===== src/rtl/mdio_pkg.sv =====
package mdio_pkg;
  typedef enum logic [2:0] {
    ST_IDLE,
    ST_PRE,
    ST_TX,
    ST_RX,
    ST_TAIL
  } mdioState_t;

  // strobes from the sequencer to the shift datapath
  typedef struct packed {
    logic load;
    logic reject;
    logic shiftTx;
    logic sampleRx;
    logic capture;
  } dpCtl_t;

  localparam int PRE_BITS  = 32;
  localparam int RD_HDR    = 16;
  localparam int WR_BITS   = 32;
  localparam int RD_BITS   = 19;
  localparam int TAIL_BITS = 2;
endpackage


===== src/rtl/mdio_ctrl.sv =====
module mdio_ctrl
  import mdio_pkg::*;
#(
  parameter int HALF_DIV = 20
) (
  input  logic   clk,
  input  logic   rstN,
  input  logic   start,
  input  logic   isRead,
  input  logic   preambleEn,
  input  logic   regHigh,
  output logic   busy,
  output logic   done,
  output logic   mdc,
  output logic   oe,
  output logic   txActive,
  output dpCtl_t dpCtl
);
  localparam int TW = (HALF_DIV > 1) ? $clog2(HALF_DIV) : 1;
  localparam logic [TW-1:0] LAST = TW'(HALF_DIV - 1);
  localparam int CW = 6;

  mdioState_t state;
  logic [TW-1:0] timer;
  logic [CW-1:0] bitCnt;
  logic mdcR, opRead, doneR;
  logic halfEnd, bitEnd, riseNow, accept;

  assign halfEnd = (timer == LAST);
  assign bitEnd  = mdcR && halfEnd;
  assign riseNow = !mdcR && halfEnd;
  assign accept  = (state == ST_IDLE) && start;

  always_ff @(posedge clk) begin
    if (!rstN) begin
      state  <= ST_IDLE;
      timer  <= '0;
      mdcR   <= 1'b0;
      bitCnt <= '0;
      opRead <= 1'b0;
      doneR  <= 1'b0;
    end else begin
      doneR <= 1'b0;
      if (state == ST_IDLE) begin
        timer <= '0;
        mdcR  <= 1'b0;
        if (start) begin
          opRead <= isRead;
          if (regHigh) begin
            doneR <= 1'b1;
          end else if (preambleEn) begin
            state  <= ST_PRE;
            bitCnt <= CW'(PRE_BITS - 1);
          end else begin
            state  <= ST_TX;
            bitCnt <= isRead ? CW'(RD_HDR - 1) : CW'(WR_BITS - 1);
          end
        end
      end else begin
        timer <= halfEnd ? '0 : timer + 1'b1;
        if (halfEnd) mdcR <= ~mdcR;
        if (bitEnd) begin
          if (bitCnt != '0) begin
            bitCnt <= bitCnt - 1'b1;
          end else begin
            unique case (state)
              ST_PRE: begin
                state  <= ST_TX;
                bitCnt <= opRead ? CW'(RD_HDR - 1) : CW'(WR_BITS - 1);
              end
              ST_TX: begin
                state  <= opRead ? ST_RX : ST_TAIL;
                bitCnt <= opRead ? CW'(RD_BITS - 1) : CW'(TAIL_BITS - 1);
              end
              default: begin
                state <= ST_IDLE;
                doneR <= 1'b1;
              end
            endcase
          end
        end
      end
    end
  end

  always_comb begin
    dpCtl          = '0;
    dpCtl.load     = accept && !regHigh;
    dpCtl.reject   = accept && regHigh;
    dpCtl.shiftTx  = (state == ST_TX) && bitEnd;
    dpCtl.sampleRx = (state == ST_RX) && riseNow;
    dpCtl.capture  = (state == ST_RX) && bitEnd && (bitCnt == '0);
  end

  assign busy     = (state != ST_IDLE);
  assign done     = doneR;
  assign mdc      = mdcR;
  assign txActive = (state == ST_TX);
  assign oe       = (state == ST_PRE) || (state == ST_TX);

  assert_reject_quiet_R8: assert property (@(posedge clk) disable iff (!rstN)
    (start && !busy && regHigh) |=> (done && !busy && !mdc));

  assert_done_pulse_R10: assert property (@(posedge clk) disable iff (!rstN)
    done |=> (!done || $past(start)));

  assert_idle_released_R11: assert property (@(posedge clk) disable iff (!rstN)
    !busy |-> (!oe && !mdc));

  assert_busy_ignore_R9: assert property (@(posedge clk) disable iff (!rstN)
    (busy && start && !bitEnd) |=> busy);
endmodule


===== src/rtl/mdio_dp.sv =====
module mdio_dp
  import mdio_pkg::*;
(
  input  logic        clk,
  input  logic        rstN,
  input  dpCtl_t      dpCtl,
  input  logic        isRead,
  input  logic [4:0]  phyAddr,
  input  logic [4:0]  regLow,
  input  logic [15:0] wrData,
  input  logic        mdioIn,
  output logic        txBit,
  output logic [15:0] rdData
);
  logic [WR_BITS-1:0] txShift;
  logic [RD_BITS-1:0] rxShift;

  always_ff @(posedge clk) begin
    if (!rstN) begin
      txShift <= '1;
      rxShift <= '0;
      rdData  <= '0;
    end else begin
      if (dpCtl.load) begin
        if (isRead) txShift <= {6'b110110, phyAddr, regLow, 16'h0000};
        else        txShift <= {4'b0101, phyAddr, regLow, 2'b10, wrData};
      end else if (dpCtl.shiftTx) begin
        txShift <= {txShift[WR_BITS-2:0], 1'b1};
      end
      if (dpCtl.sampleRx) rxShift <= {rxShift[RD_BITS-2:0], mdioIn};
      if (dpCtl.capture) rdData <= rxShift[16:1];
      else if (dpCtl.reject && isRead) rdData <= 16'hFFFF;
    end
  end

  assign txBit = txShift[WR_BITS-1];
endmodule


===== src/rtl/mdio_master.sv =====
module mdio_master
  import mdio_pkg::*;
#(
  parameter int HALF_DIV = 20
) (
  input  logic        clk,
  input  logic        rstN,
  input  logic        start,
  input  logic        isRead,
  input  logic        preambleEn,
  input  logic [4:0]  phyAddr,
  input  logic [5:0]  regAddr,
  input  logic [15:0] wrData,
  output logic [15:0] rdData,
  output logic        busy,
  output logic        done,
  output logic        mdc,
  output logic        mdioOut,
  output logic        mdioOe,
  input  logic        mdioIn
);
  dpCtl_t dpCtl;
  logic txActive, txBit;

  mdio_ctrl #(.HALF_DIV(HALF_DIV)) u_ctrl (
    .clk(clk), .rstN(rstN), .start(start), .isRead(isRead),
    .preambleEn(preambleEn), .regHigh(regAddr[5]), .busy(busy),
    .done(done), .mdc(mdc), .oe(mdioOe), .txActive(txActive), .dpCtl(dpCtl)
  );

  mdio_dp u_dp (
    .clk(clk), .rstN(rstN), .dpCtl(dpCtl), .isRead(isRead),
    .phyAddr(phyAddr), .regLow(regAddr[4:0]), .wrData(wrData),
    .mdioIn(mdioIn), .txBit(txBit), .rdData(rdData)
  );

  assign mdioOut = txActive ? txBit : 1'b1;

  assert_data_low_R7: assert property (@(posedge clk) disable iff (!rstN)
    (mdioOe && $past(mdioOe) && !$stable(mdioOut)) |-> !mdc);

  assert_rd_hold_R10: assert property (@(posedge clk) disable iff (!rstN)
    (!busy && !done) |-> $stable(rdData));
endmodule


===== config.mk =====
export PLATFORM = sky130hd
export DESIGN_NAME = mdio_master
export DESIGN_NICKNAME = d
export VERILOG_FILES = /design/src/rtl/mdio_pkg.sv /design/src/rtl/mdio_ctrl.sv /design/src/rtl/mdio_dp.sv /design/src/rtl/mdio_master.sv
export SDC_FILE = /design/constraint.sdc
export NUM_CORES = 1
export LEC_CHECK = 0
export BUFFER_PORTS_ARGS = -buffer_cell sky130_fd_sc_hd__buf_2
export CAP_MARGIN = 20
export CORE_ASPECT_RATIO = 1.25
export CORE_MARGIN = 2
export CORE_UTILIZATION = 55
export CTS_CLUSTER_SIZE = 12
export DETAILED_ROUTE_END_ITERATION = 10
export PLACE_DENSITY = 0.77
export SLEW_MARGIN = 15
export SYNTH_ARGS = -nofsm -noshare
export SYNTH_HDL_FRONTEND = slang
export SYNTH_SLANG_ARGS = --single-unit

===== constraint.sdc =====
create_clock -name clk -period 2.39 [get_ports clk]
set_clock_uncertainty 0.05 [all_clocks]
set_input_delay 0.1195 -clock clk [delete_from_list [all_inputs] [get_ports clk]]
set_output_delay 0.1195 -clock clk [all_outputs]
set_load 0.02 [all_outputs]

Word level (Yosys, flattened, before mapping)
Index checks and enable logic that the tools add are counted.
W data, S select, Z words.
- bitwise gates (word level): 2
- add/sub/neg operators: 2
- reductions and logical operators: 27
- multiplexer cells: 30
- eq/ne operators: 7
- operators by type and width (cell ; count):
    $mux W32 ; 3
    $mux W6 ; 6
    $mux W16 ; 2
    $mux W3 ; 6
    $mux W5 ; 3
    $pmux W6 S2 ; 1
    $logic_and A1 B1 Y1 ; 10
    $reduce_and A4 Y1 ; 2
    $mux W1 ; 7
    $eq A3 B2 Y1 const B ; 2
    $logic_not A6 Y1 ; 1
    $pmux W3 S2 ; 1
    $reduce_bool A2 Y1 ; 3
    $reduce_bool A6 Y1 ; 1
    $sub A6 B1 Y6 const B ; 1
    $add A5 B1 Y5 const B ; 1
    $eq A5 B5 Y1 const B ; 1
    $ne A2 B2 Y1 const B ; 2
    $reduce_bool A4 Y1 ; 1
    $reduce_or A2 Y1 ; 2
    $eq A3 B1 Y1 const B ; 1
    $logic_not A3 Y1 ; 1
    $reduce_bool A3 Y1 ; 1
    $reduce_or A3 Y1 ; 1
    other kinds (6) ; 8
- bits in registers: 82
- input port bits: 33
- output and inout bits: 21
- word-level logic and storage cells: 77

Logic depth before layout (Yosys ltp)
Gate-level depths: netlist (run 1).
- depth in word-level cells: 6
- gate-level depth with buffers: 8
- depth with buffers taken out: 6

By module
From an unflattened synthesis (run 1), not the netlist that was laid out.
- cells, all modules: 362
- area, all modules: 3885.0 um^2
- by module, submodules not included (module ; sequential area each (um^2) ; cells an instance ; instances ; area an instance (um^2)):
    mdio_dp ; 1301.2 ; 235 ; 1 ; 2830.2
    mdio_ctrl ; 340.3 ; 126 ; 1 ; 1048.5
    mdio_master ; 0.0 ; 1 ; 1 ; 6.3

Worst setup path after synthesis (run 1)
No wires, ideal clock.
- path kind: register to register
- start point: reg u_ctrl.timer[0]
- end point: reg u_dp.txShift[10]
- setup time: 0.141 ns
- data required time: 2.199 ns
- arrival: 1.772 ns
- clock period less this slack: 1.964 ns
- buffers on the path: 1
- stages on the path, launching flop included: 7
- slack: 0.426 ns
- cells stage by stage: dfxtp_1 > ha_1 > and4bb_2 > and3_1 > nor2_1 > clkbuf_1 > o211ai_1
- longest elaborated chain between the ends: 4
- ends and longest elaborated chain (item ; line ; source):
    from (decl) ; mdio_ctrl.sv:24 ; logic [TW-1:0] timer;
    from (signal assigned) ; mdio_ctrl.sv:60 ; timer <= halfEnd ? '0 : timer + 1'b1;
    $eq A5 B5 Y1 ; mdio_ctrl.sv:29 ; assign halfEnd = (timer == LAST);
    $logic_and A1 B1 Y1 ; mdio_ctrl.sv:30 ; assign bitEnd = mdcR && halfEnd;
    $logic_and A1 B1 Y1 ; mdio_ctrl.sv:90 ; dpCtl.shiftTx = (state == ST_TX) && bitEnd;
    $reduce_bool A2 Y1 (no line) ; -- ;
    to (signal assigned) ; mdio_dp.sv:25 ; if (isRead) txShift <= {6'b110110, phyAddr, regLow, 16'h0000};
    to (signal assigned) ; mdio_dp.sv:26 ; else txShift <= {4'b0101, phyAddr, regLow, 2'b10, wrData};
    to (signal assigned) ; mdio_dp.sv:28 ; txShift <= {txShift[WR_BITS-2:0], 1'b1};
    to (decl) ; mdio_dp.sv:15 ; logic [WR_BITS-1:0] txShift;
No other way between the ends.
A chain may end at the register's enable or synchronous reset.

Worst setup path after layout (run 1)
- start point: reg u_ctrl.state[1]
- end point: reg u_dp.txShift[22]
- longest elaborated chain between the ends: 4
- elaborated cells between the ends (all ways): 7
- classes of those cells: eq/ne: 1; mux: 1; reduce/logical: 5
- ends and longest elaborated chain (item ; line ; source):
    from (decl) ; mdio_ctrl.sv:23 ; mdioState_t state;
    from (signal assigned) ; mdio_ctrl.sv:72 ; state <= opRead ? ST_RX : ST_TAIL;
    $logic_not A3 Y1 ; mdio_ctrl.sv:32 ; assign accept = (state == ST_IDLE) && start;
    $logic_and A1 B1 Y1 ; mdio_ctrl.sv:32 ;
    $logic_and A1 B1 Y1 ; mdio_ctrl.sv:88 ; dpCtl.load = accept && !regHigh;
    $mux W32 / $reduce_bool A2 Y1 (equally long branches) ; -- ;
Several ways; a longest one is shown, not always the timed one.

==> impl_metrics.yaml, run 1 <==
sta:
  fin_ws_ns: 0.310
  worstMarginPinSlew_ns: 0.727
  rsz0062_at_grt: "no"
  slew_violations: 0
  setup_viol: 0
  max_freq_mhz: 481
  slew_headroom_pct: 51.5
  setup_tns_ns: 0
  fin_crit_sh_pct: 87.0
  hold_viol_final: 0
  period_minus_slack_ns: 2.08
drt:
  wirelength_mm: 8.24
  viasPerCell: 5.82
  dr_total_vias: 3252
  drt_iter0_drc: 151
  dr.pass1.iters: 4
  avgRoutedWirePerCell_um: 14.7
  drcViolationCount: 0
  final_antenna_net_count: 0
logic_synthesis:
  yosys.area.top_type: "dfxtp_1"
  synth_flop_cell: "dfxtp_1"
  synth_top_area_share_pct: 42.9
  synth_area_per_cell_um2: 9.09
  yosys-top-cells-area: "dfxtp_1 43%, mux2i_1 6.8%, nand2_1 4.6%, nand3_1 4.6%, nor2b_1 4.3%"
  seq_area_frac_synth_pct: 42.9
  synth_edf_count: 0
  netlist_instances: 421
  yosysWarnings: 0
  ys_types: 55
  synth_area_mm2: 0.00382
  synth-seq-cells: 82
  syn_nets: 459
  async_reset_ff_share_pct: 0
clock_network:
  clock_path_buffers: 2
  cts_buffers: 9
  clkLatencyLatePin_ns: 0.36
  htree_levels: 3
  cts_tree: "yes"
  clock_sinks: 82
  path_clk_slew_ns: 0.09
  cts_root_buf: "clkbuf_8"
outcome:
  status: "finished clean"
setup_path:
  slowest_stage: "or4b_4"
  cp_cell_sequence: "or4b_4 -> or2_1 -> buf_4 -> a211oi_1 -> o311ai_1"
  end_kind: "flip-flop"
  worstSetupPathType: "flip-flop to flip-flop"
  cp.required_ns: 2.56
  arrival_ns: 2.25
  crit_path_start_kind: "flip-flop"
  crit_fanout: 42
  cp_slowest_stage_delay_ns: 0.59
floorplanning:
  core_mm2: 0.00685
  die_y_um: 97.2
  fp.dieW_um: 78.6
  boundaryPins: 54
  die_area_mm2: 0.00764
  rows: 34
  initial_core_util_pct: 55.8
place:
  dp_worst_setup_slack_ns: 0.316
  post-dp-hpwl_mm: 5.53
  post-place-cells: 541
  placed_area_mm2: 0.00411
  port_buffers: 53
  gp_congestion: 0.883
power_and_ir_drop:
  leakagePower_uw: 0.00177
  ir_drop_v: 0.000402
  powerDensity_mw_per_mm2: 709
  power_uw: 3090
global_route:
  antenna_found_initial: 0
  grt_max_degree: 43
  overflow: 0
  track_usage_pct: 22.2
  grt_pass1_wl_mm: 14.0
  grt_pass1_vias: 3141
final_layout:
  final_common_cell: "dfxtp_1"
  fin_cells: 559
  final_cell_mix: "82 x dfxtp_1, 53 x buf_2, 47 x nand2_1"
  n_fill_cell: 569
  area_delta_synth_final_pct: 13.9
  final_cell_area_mm2: 0.00436
  antenna_cells: 0
  final_nets: 502
  drive_above_1_share_pct: 21.1
flow_run:
  maxCapViolations: 0
worst_hold_path:
  hold_path.class: "primary input to flip-flop"
## final timing paths
| path | start | endpoint | slack, ns | cells past startpoint |
|---|---|---|---|---|
| worst max-delay path | u_ctrl.state[1]$_SDFFE_PN0P_ | u_dp.txShift[22]$_SDFFE_PN1P_ | 0.31 | 5 |
| worst min-delay path | start | u_ctrl.opRead$_SDFFE_PN0N_ | 0.03 | 3 |
| worst max register to register | u_ctrl.state[1]$_SDFFE_PN0P_ | u_dp.txShift[22]$_SDFFE_PN1P_ | 0.31 | 5 |
| worst min register to register | u_dp.rxShift[16]$_SDFFE_PN0P_ | u_dp.rxShift[16]$_SDFFE_PN0P_ | 0.41 | 2 |
## layout make-up
cell class / count / area (µm²) / share of cell area [%]
multi-input cells: 294 / 1950 / 44.9
flip-flops and latches: 82 / 1640 / 37.7
repair buffers: 68 / 383 / 8.79
clock buffers: 9 / 124 / 2.84
well taps: 90 / 113 / 2.59
clock inverters: 7 / 106 / 2.44
inverters: 9 / 33.8 / 0.776
## worst max-delay path: cells and delay by family (launching register included)
family / cells / cell delay [ns]
flops: 1 / 0.40
buf+inv: 1 / 0.26
simple gates: 2 / 0.81
compound gates: 2 / 0.41
## state kept, by name, indices dropped and copies added (netlist names)
name / flops
u_ctrl.state: 3
u_ctrl.bitCnt: 6
u_ctrl.mdc: 1
u_ctrl.opRead: 1
u_dp.rdData: 16
u_dp.rxShift: 17
u_ctrl.timer: 5
u_dp.txShift: 32
u_ctrl.done: 1
## where the power goes
| part | leakage (µW) | total (µW) | switching, µW | internal (µW) |
|---|---|---|---|---|
| Clock | 0.000117 | 1150 | 546 | 609 |
| Combinational | 0.000979 | 450 | 253 | 197 |
| Sequential | 0.000670 | 1480 | 46.5 | 1440 |
## metrics by stage
| step | utilization, % | hold slack (ns) |
|---|---|---|
| after floorplan | - | 0.210 |
| after global placement | 59.9 | 0.335 |
| after detailed placement | 59.9 | 0.336 |
| after CTS | 63.6 | 0.0144 |
| after global routing | 63.6 | 0.0337 |
| final | 63.6 | 0.0311 |
## repair_timing
action	in CTS	in global routing
buffers inserted	0	0
gates resized for setup	0	0
hold buffers	2	0
hold endpoints to repair	2	0
## metal layers
metal  vias up  track usage [%]  routed length (µm)
met5         -                0                   0
met4         0             8.64                 112
met3        13             4.09                 375
met2        77             38.1                4130
met1      1537             27.3                3620
li1       1625                -                   -
## kinds of logic after synthesis
family	synth area share, %
mux	7.39
compound gates	19.5
fa+ha+maj	1.64
xor+xnor	0.916
flops	42.9
simple gates	21.7
buf+inv	5.99
## Yosys cell counts, types with 2 or more instances
cell type	number
buf_4	2
nand3_1	35
mux2i_1	26
nand3b_1	2
o211ai_1	17
mux2_2	2
o221a_1	10
buf_2	6
clkbuf_1	22
o21ai_0	2
buf_6	6
a31oi_1	2
inv_1	8
o22ai_1	2
and2_1	3
o221a_2	6
nor3_2	3
ha_1	5
o21ai_1	3
dfxtp_1	82
a21oi_1	24
nor3_1	8
nor2b_1	26
nand4_1	4
o311ai_1	10
or3_1	2
or2_1	2
nor2_1	17
nand2_1	47
a211oi_1	9
xnor2_1	3
nand2b_1	2
No activity file was read; power rests on OpenSTA's default activity.
==> inputs of run 2 (changes only) <==
- ABC_AREA: not set -> 1
==> run 2 against run 1 <==
Effect of this change:
- via count is 9.1% higher
- final cell count is 25% higher
- critical path depth is 4 higher
- synthesized cell count is 33% higher
==> impl_metrics.yaml, run 2 <==
outcome:
  status: "finished clean"
power_and_ir_drop:
  pwr-share-clk_pct: 22.2
  ir_drop_v: 0.000595
  powerDensity_mw_per_mm2: 1060
  leakagePower_uw: 0.00214
  p_comb_share_pct: 40.1
  swShare_pct: 40.8
  internal_power_uw: 2700
  seqPwrFrac_pct: 37.7
  switchingPower_uw: 1860
setup_path:
  cpMostUsedCell: "nor2_4"
  arrival_ns: 2.08
  r2r_slack_ns: 0.46
  end_kind: "flip-flop"
  critPathBufInv: 2
  cp.required_ns: 2.54
  reg2reg_depth: 9
  cp_slowest_stage_delay_ns: 0.36
  slowest_stage: "nor2_4"
  crit_family: "simple AND/OR/NAND/NOR gates"
  crit_fanout: 27
  cp_cell_sequence: "ha_1 -> inv_1 -> nor2_4 -> nand3_4 -> nor2_4 -> nor2_4 -> inv_2 -> nand2_1 -> nand3_1"
  r2r-start: "u_ctrl.timer[0]$_SDFF_PP0_"
  reg2reg_to: "u_dp.txShift[4]$_SDFFE_PN1P_"
  crit_path_start_kind: "flip-flop"
  worstSetupPathType: "flip-flop to flip-flop"
logic_synthesis:
  yosysWarnings: 0
  syn_nets: 599
  synth-seq-cells: 82
  yosys.area.top_type: "dfxtp_1"
  synth_top_area_share_pct: 42.8
  netlist_instances: 561
  yosys-top-cells-area: "dfxtp_1 43%, nand2_1 14%, nor2_1 11%, nand3_1 5.5%, o21ai_0 5.1%"
  synth_flop_cell: "dfxtp_1"
  synth_edf_count: 0
  async_reset_ff_share_pct: 0
  synth_area_mm2: 0.00384
  ys_top_cells_by_count: "147 x nand2_1, 112 x nor2_1, 82 x dfxtp_1"
  ys_types: 29
  synth_area_per_cell_um2: 6.84
  seq_area_frac_synth_pct: 42.8
  yosysMostFrequentCell: "nand2_1"
final_layout:
  final_nets: 642
  final_cell_mix: "147 x nand2_1, 112 x nor2_1, 82 x dfxtp_1"
  reg.largest.list: "u_dp.txShift x32, u_dp.rxShift x17, u_dp.rdData x16"
  largest_register_ffs: 32
  area_delta_synth_final_pct: 12.7
  top_register: "u_dp.txShift"
  final_common_cell: "nand2_1"
  antenna_cells: 0
  drive_above_1_share_pct: 16.6
drt:
  dr_total_vias: 3548
  drcViolationCount: 0
  final_antenna_net_count: 0
  avgRoutedWirePerCell_um: 11.5
  viasPerCell: 5.08
  wirelength_mm: 8.00
  drt_iter0_drc: 199
  dr.pass1.iters: 5
global_route:
  grt_max_degree: 49
  overflow: 0
  track_usage_pct: 22.5
  grt_pass1_vias: 3245
  antenna_found_initial: 0
  grt_pass1_wl_mm: 14.0
flow_run:
  maxCapViolations: 0
clock_network:
  clock_sinks: 82
  cts_buffers: 9
  cts_root_buf: "clkbuf_8"
  htree_levels: 3
  clock_path_buffers: 2
  path_clk_slew_ns: 0.08
  cts_tree: "yes"
  postCtsSetupRepairBufs: 0
  ctsResizeCount: 0
  clkLatencyLatePin_ns: 0.35
floorplanning:
  die_area_mm2: 0.00767
  boundaryPins: 54
  die_y_um: 97.4
  fp.dieW_um: 78.7
  initial_core_util_pct: 56.0
  core_mm2: 0.00685
  rows: 34
sta:
  max_freq_mhz: 519
  slew_violations: 0
  hold_viol_final: 0
  fin_crit_sh_pct: 80.7
  fin_ws_ns: 0.462
  slew_headroom_pct: 49.0
  setup_viol: 0
  rsz0062_at_grt: "no"
  worstMarginPinSlew_ns: 0.765
  setup_tns_ns: 0
  period_minus_slack_ns: 1.93
place:
  dp_worst_setup_slack_ns: 0.121
  post-dp-hpwl_mm: 5.35
  port_buffers: 53
  gp_congestion: 0.843
worst_hold_path:
  worstHoldStart: "regAddr[1]"
  hold-path-endpoint: "u_dp.txShift[17]$_SDFFE_PN1P_"
  hold_path_depth: 5
  hold_path.class: "primary input to flip-flop"
[run 2: worst min-delay path: stages]
cell     delay [ns]
buf_2          0.07
inv_1          0.04
nand2_1        0.06
nand2_1        0.05
nand3_1        0.06
[run 2: through the flow]
stage | hold slack (ns) | cells | area, µm² | util (%) | total power [µW]
final | 0.0350 | 698 | 4320 | 63.1 | 4570
after global routing | 0.0586 | 698 | 4320 | 63.1 | 4990
after CTS | 0.0267 | 697 | 4320 | 63.0 | 4590
after detailed placement | 0.336 | 681 | 4110 | 60.0 | 3570
after global placement | 0.327 | 681 | 4110 | 60.0 | 3530
after floorplan | 0.218 | 561 | 3840 | - | 3230
[run 2: cell families (layout without fill, tap and decap cells)]
family | after synthesis | in the layout | share of synthesized area, %
AO/OA/AOI/OAI | 83 | 83 | 11.2
XOR/XNOR | 2 | 2 | 0.457
adder cells (fa/ha/maj) | 5 | 5 | 1.63
buffers and inverters | 66 | 112 | 7.43
flip-flops | 82 | 82 | 42.8
AND/OR/NAND/NOR | 323 | 324 | 36.5
[run 2: how the worst max path moves through the flow]
stage                                       start                            end  cells past startpoint
global placement       u_ctrl.timer[0]$_SDFF_PP0_  u_dp.txShift[18]$_SDFFE_PN1P_                      9
finish                 u_ctrl.timer[0]$_SDFF_PP0_   u_dp.txShift[4]$_SDFFE_PN1P_                      9
global route           u_ctrl.timer[0]$_SDFF_PP0_   u_dp.txShift[3]$_SDFFE_PN1P_                      9
detailed placement     u_ctrl.timer[0]$_SDFF_PP0_  u_dp.txShift[18]$_SDFFE_PN1P_                      9
floorplan           u_ctrl.bitCnt[0]$_SDFFE_PN0P_   u_dp.rdData[14]$_SDFFE_PN0P_                      8
CTS                    u_ctrl.timer[0]$_SDFF_PP0_  u_dp.txShift[18]$_SDFFE_PN1P_                      9
[run 2: repair_timing]
action | CTS | global route
endpoints found under the hold margin | 1 | 0
endpoints found under the setup margin | 0 | 27
hold buffers | 1 | 0
[run 2: layout make-up]
| cell class | count | area [µm²] |
|---|---|---|
| multi-input cells | 414 | 1920 |
| clock inverters | 5 | 62.6 |
| well taps | 90 | 113 |
| flip-flops and latches | 82 | 1640 |
| clock buffers | 10 | 138 |
| fillers | 621 | 2520 |
| repair buffers | 58 | 305 |
| inverters | 39 | 148 |
[run 2: layer usage]
metal  wire (µm)  up-vias  global-route usage [%]
met1        3590     1602                    27.5
met2        3940       73                    37.6
met3         403        6                    4.83
met5           0        -                       0
met4          72        0                    9.72
li1            -     1867                       -
[run 2: power groups by stage]
| stage | Combinational [µW] | Sequential (µW) | Clock (µW) |
|---|---|---|---|
| floorplan | 1470 | 1760 | 0 |
| global placement | 1790 | 1740 | 0 |
| detailed placement | 1830 | 1750 | 0 |
| CTS | 1840 | 1720 | 1040 |
| global route | 2140 | 1750 | 1100 |
| finish | 1830 | 1720 | 1010 |
==> inputs of run 3 (changes only) <==
- ABC_AREA: 1 -> 0
- clock period: 2.39 -> 1.9 ns (I/O delays scaled with it)
==> run 3 against run 2 <==
Effect of this change:
- the flow now finishes with violations (setup timing)
- global-route usage grew 1.7 points
- critical path depth fell by 4
- combinational power decreased by 61%
- count of clock-buffer cells in the layout down 1
- sequential share of layout area shrank 4.9 points
- non-clock buffer count is 44 higher
- critical path type unchanged
- critical endpoint is now u_dp.txShift[21]$_SDFFE_PN1P_
- largest cell class unchanged
==> impl_metrics.yaml, run 3 (synthesized netlist as in run 1, its figures left out) <==
outcome:
  status: "complete, but fails checks"
  violations: "setup timing"
final_layout:
  top_register: "u_dp.txShift"
  drive_above_1_share_pct: 33.1
  fin_util_pct: 72.8
  reg.largest.list: "u_dp.txShift x32, u_dp.rxShift x17, u_dp.rdData x16"
  final_cell_mix: "78 x dfxtp_1, 53 x buf_2, 47 x nand2_1"
  final_cell_area_mm2: 0.00499
  antenna_cells: 0
  final_common_cell: "dfxtp_1"
  area_delta_synth_final_pct: 30.4
  final_nets: 537
  largest_register_ffs: 32
setup_path:
  worstSetupPathType: "flip-flop to flip-flop"
  crit_fanout: 4
  r2r_slack_ns: -0.003
  arrival_ns: 2.09
  end_kind: "flip-flop"
  crit_path_start_kind: "flip-flop"
  cp.required_ns: 2.09
global_route:
  grt_pass1_vias: 3310
  track_usage_pct: 24.2
  overflow: 0
  grt_pass1_wl_mm: 15.1
  antenna_found_initial: 0
  grt_max_degree: 37
power_and_ir_drop:
  leakagePower_uw: 0.00209
  ir_drop_v: 0.000661
  powerDensity_mw_per_mm2: 771
place:
  gp_congestion: 0.876
  placed_area_mm2: 0.00442
  post-dp-hpwl_mm: 6.02
  port_buffers: 53
drt:
  viasPerCell: 5.99
  dr_total_vias: 3556
  drt_iter0_drc: 178
  drcViolationCount: 0
  final_antenna_net_count: 0
  avgRoutedWirePerCell_um: 16.7
  wirelength_mm: 9.94
  dr.pass1.iters: 4
sta:
  slew_violations: 0
  worstMarginPinSlew_ns: 0.406
  fin_ws_ns: -0.00336
  fin_crit_sh_pct: 100
  rsz0062_at_grt: "yes"
  slew_headroom_pct: 72.9
  max_freq_mhz: 525
  hold_viol_final: 0
  period_minus_slack_ns: 1.90
  setup_viol: 1
worst_hold_path:
  hold_path.class: "primary input to flip-flop"
floorplanning:
  die_area_mm2: 0.00764
  fp.dieW_um: 78.6
  boundaryPins: 54
  initial_core_util_pct: 55.8
  die_y_um: 97.2
  rows: 34
  core_mm2: 0.00685
clock_network:
  path_clk_slew_ns: 0.10
  htree_levels: 3
  clkLatencyLatePin_ns: 0.37
  cts_buffers: 9
  clock_path_buffers: 2
  clock_sinks: 82
  cts_tree: "yes"
  cts_root_buf: "clkbuf_8"
flow_run:
  maxCapViolations: 0
[run 3: cell count changes in the layout (fill, tap and decap cells not counted), moves of 24 or more]
cell and change:
inv_1 -24, o21ai_0 -37, nor2b_1 +25, nand2_1 -100
nor2_1 -96, buf_4 +30, mux2i_1 +26, o21ai_1 -24
[run 3: worst max-delay path: stages (launching register included)]
cell	delay, ns
dfxtp_2	0.33
or4b_4	0.59
or2_4	0.33
clkbuf_16	0.18
a211oi_2	0.16
o311ai_1	0.13
[run 3: final timing paths]
path,from,end,cells past startpoint
max,u_ctrl.state[1]$_SDFFE_PN0P_,u_dp.txShift[21]$_SDFFE_PN1P_,5
min,rstN,u_ctrl.state[0]$_SDFFE_PN0P_,3
max reg2reg,u_ctrl.state[1]$_SDFFE_PN0P_,u_dp.txShift[21]$_SDFFE_PN1P_,5
min reg2reg,u_dp.rxShift[0]$_SDFFE_PN0P_,u_dp.rxShift[0]$_SDFFE_PN0P_,2
[run 3: repair_timing]
item / CTS / global route
gates resized for setup: 9 / 30
pin swaps: 2 / 17
hold buffers: 3 / 0
hold endpoints to repair: 3 / 0
buffers inserted: 0 / 3
gates cloned: 1 / 5
setup endpoints to repair: 27 / 47
[run 3: metrics by stage]
step	power [µW]	hold WS, ns	worst slack, ns	cells	TNS [ns]
after floorplan	2340	0.185	-0.0371	421	-0.952
after global placement	2510	0.312	-0.278	566	-7.19
after detailed placement	2520	0.313	-0.345	566	-8.17
after CTS	3770	0.0212	-0.00960	586	-0.0257
after global routing	4000	0.0300	-0.0740	594	-0.518
final	3840	0.0254	-0.00336	594	-0.00336
[run 3: power by group]
part           switching (µW)  internal (µW)  total (µW)
Combinational             380            341         721
Sequential               59.1           1810        1870
Clock                     742            511        1250
[run 3: final cells by class]
type                       instances  area (µm²)
tap                               90         113
clock inverter                     7        66.3
inverter                           9        33.8
multi-input combinational        295        2200
fill                             508        1860
clock buffer                       9         124
sequential                        82        1650
timing repair buffer             102         805
[run 3: layer usage]
layer	share of wire (%)	routed length (µm)	GRT usage (%)
met5	0	0	0
met3	5.0	495	4.09
met4	2.0	197	10.7
met1	41	4060	29.4
met2	52	5190	41.6
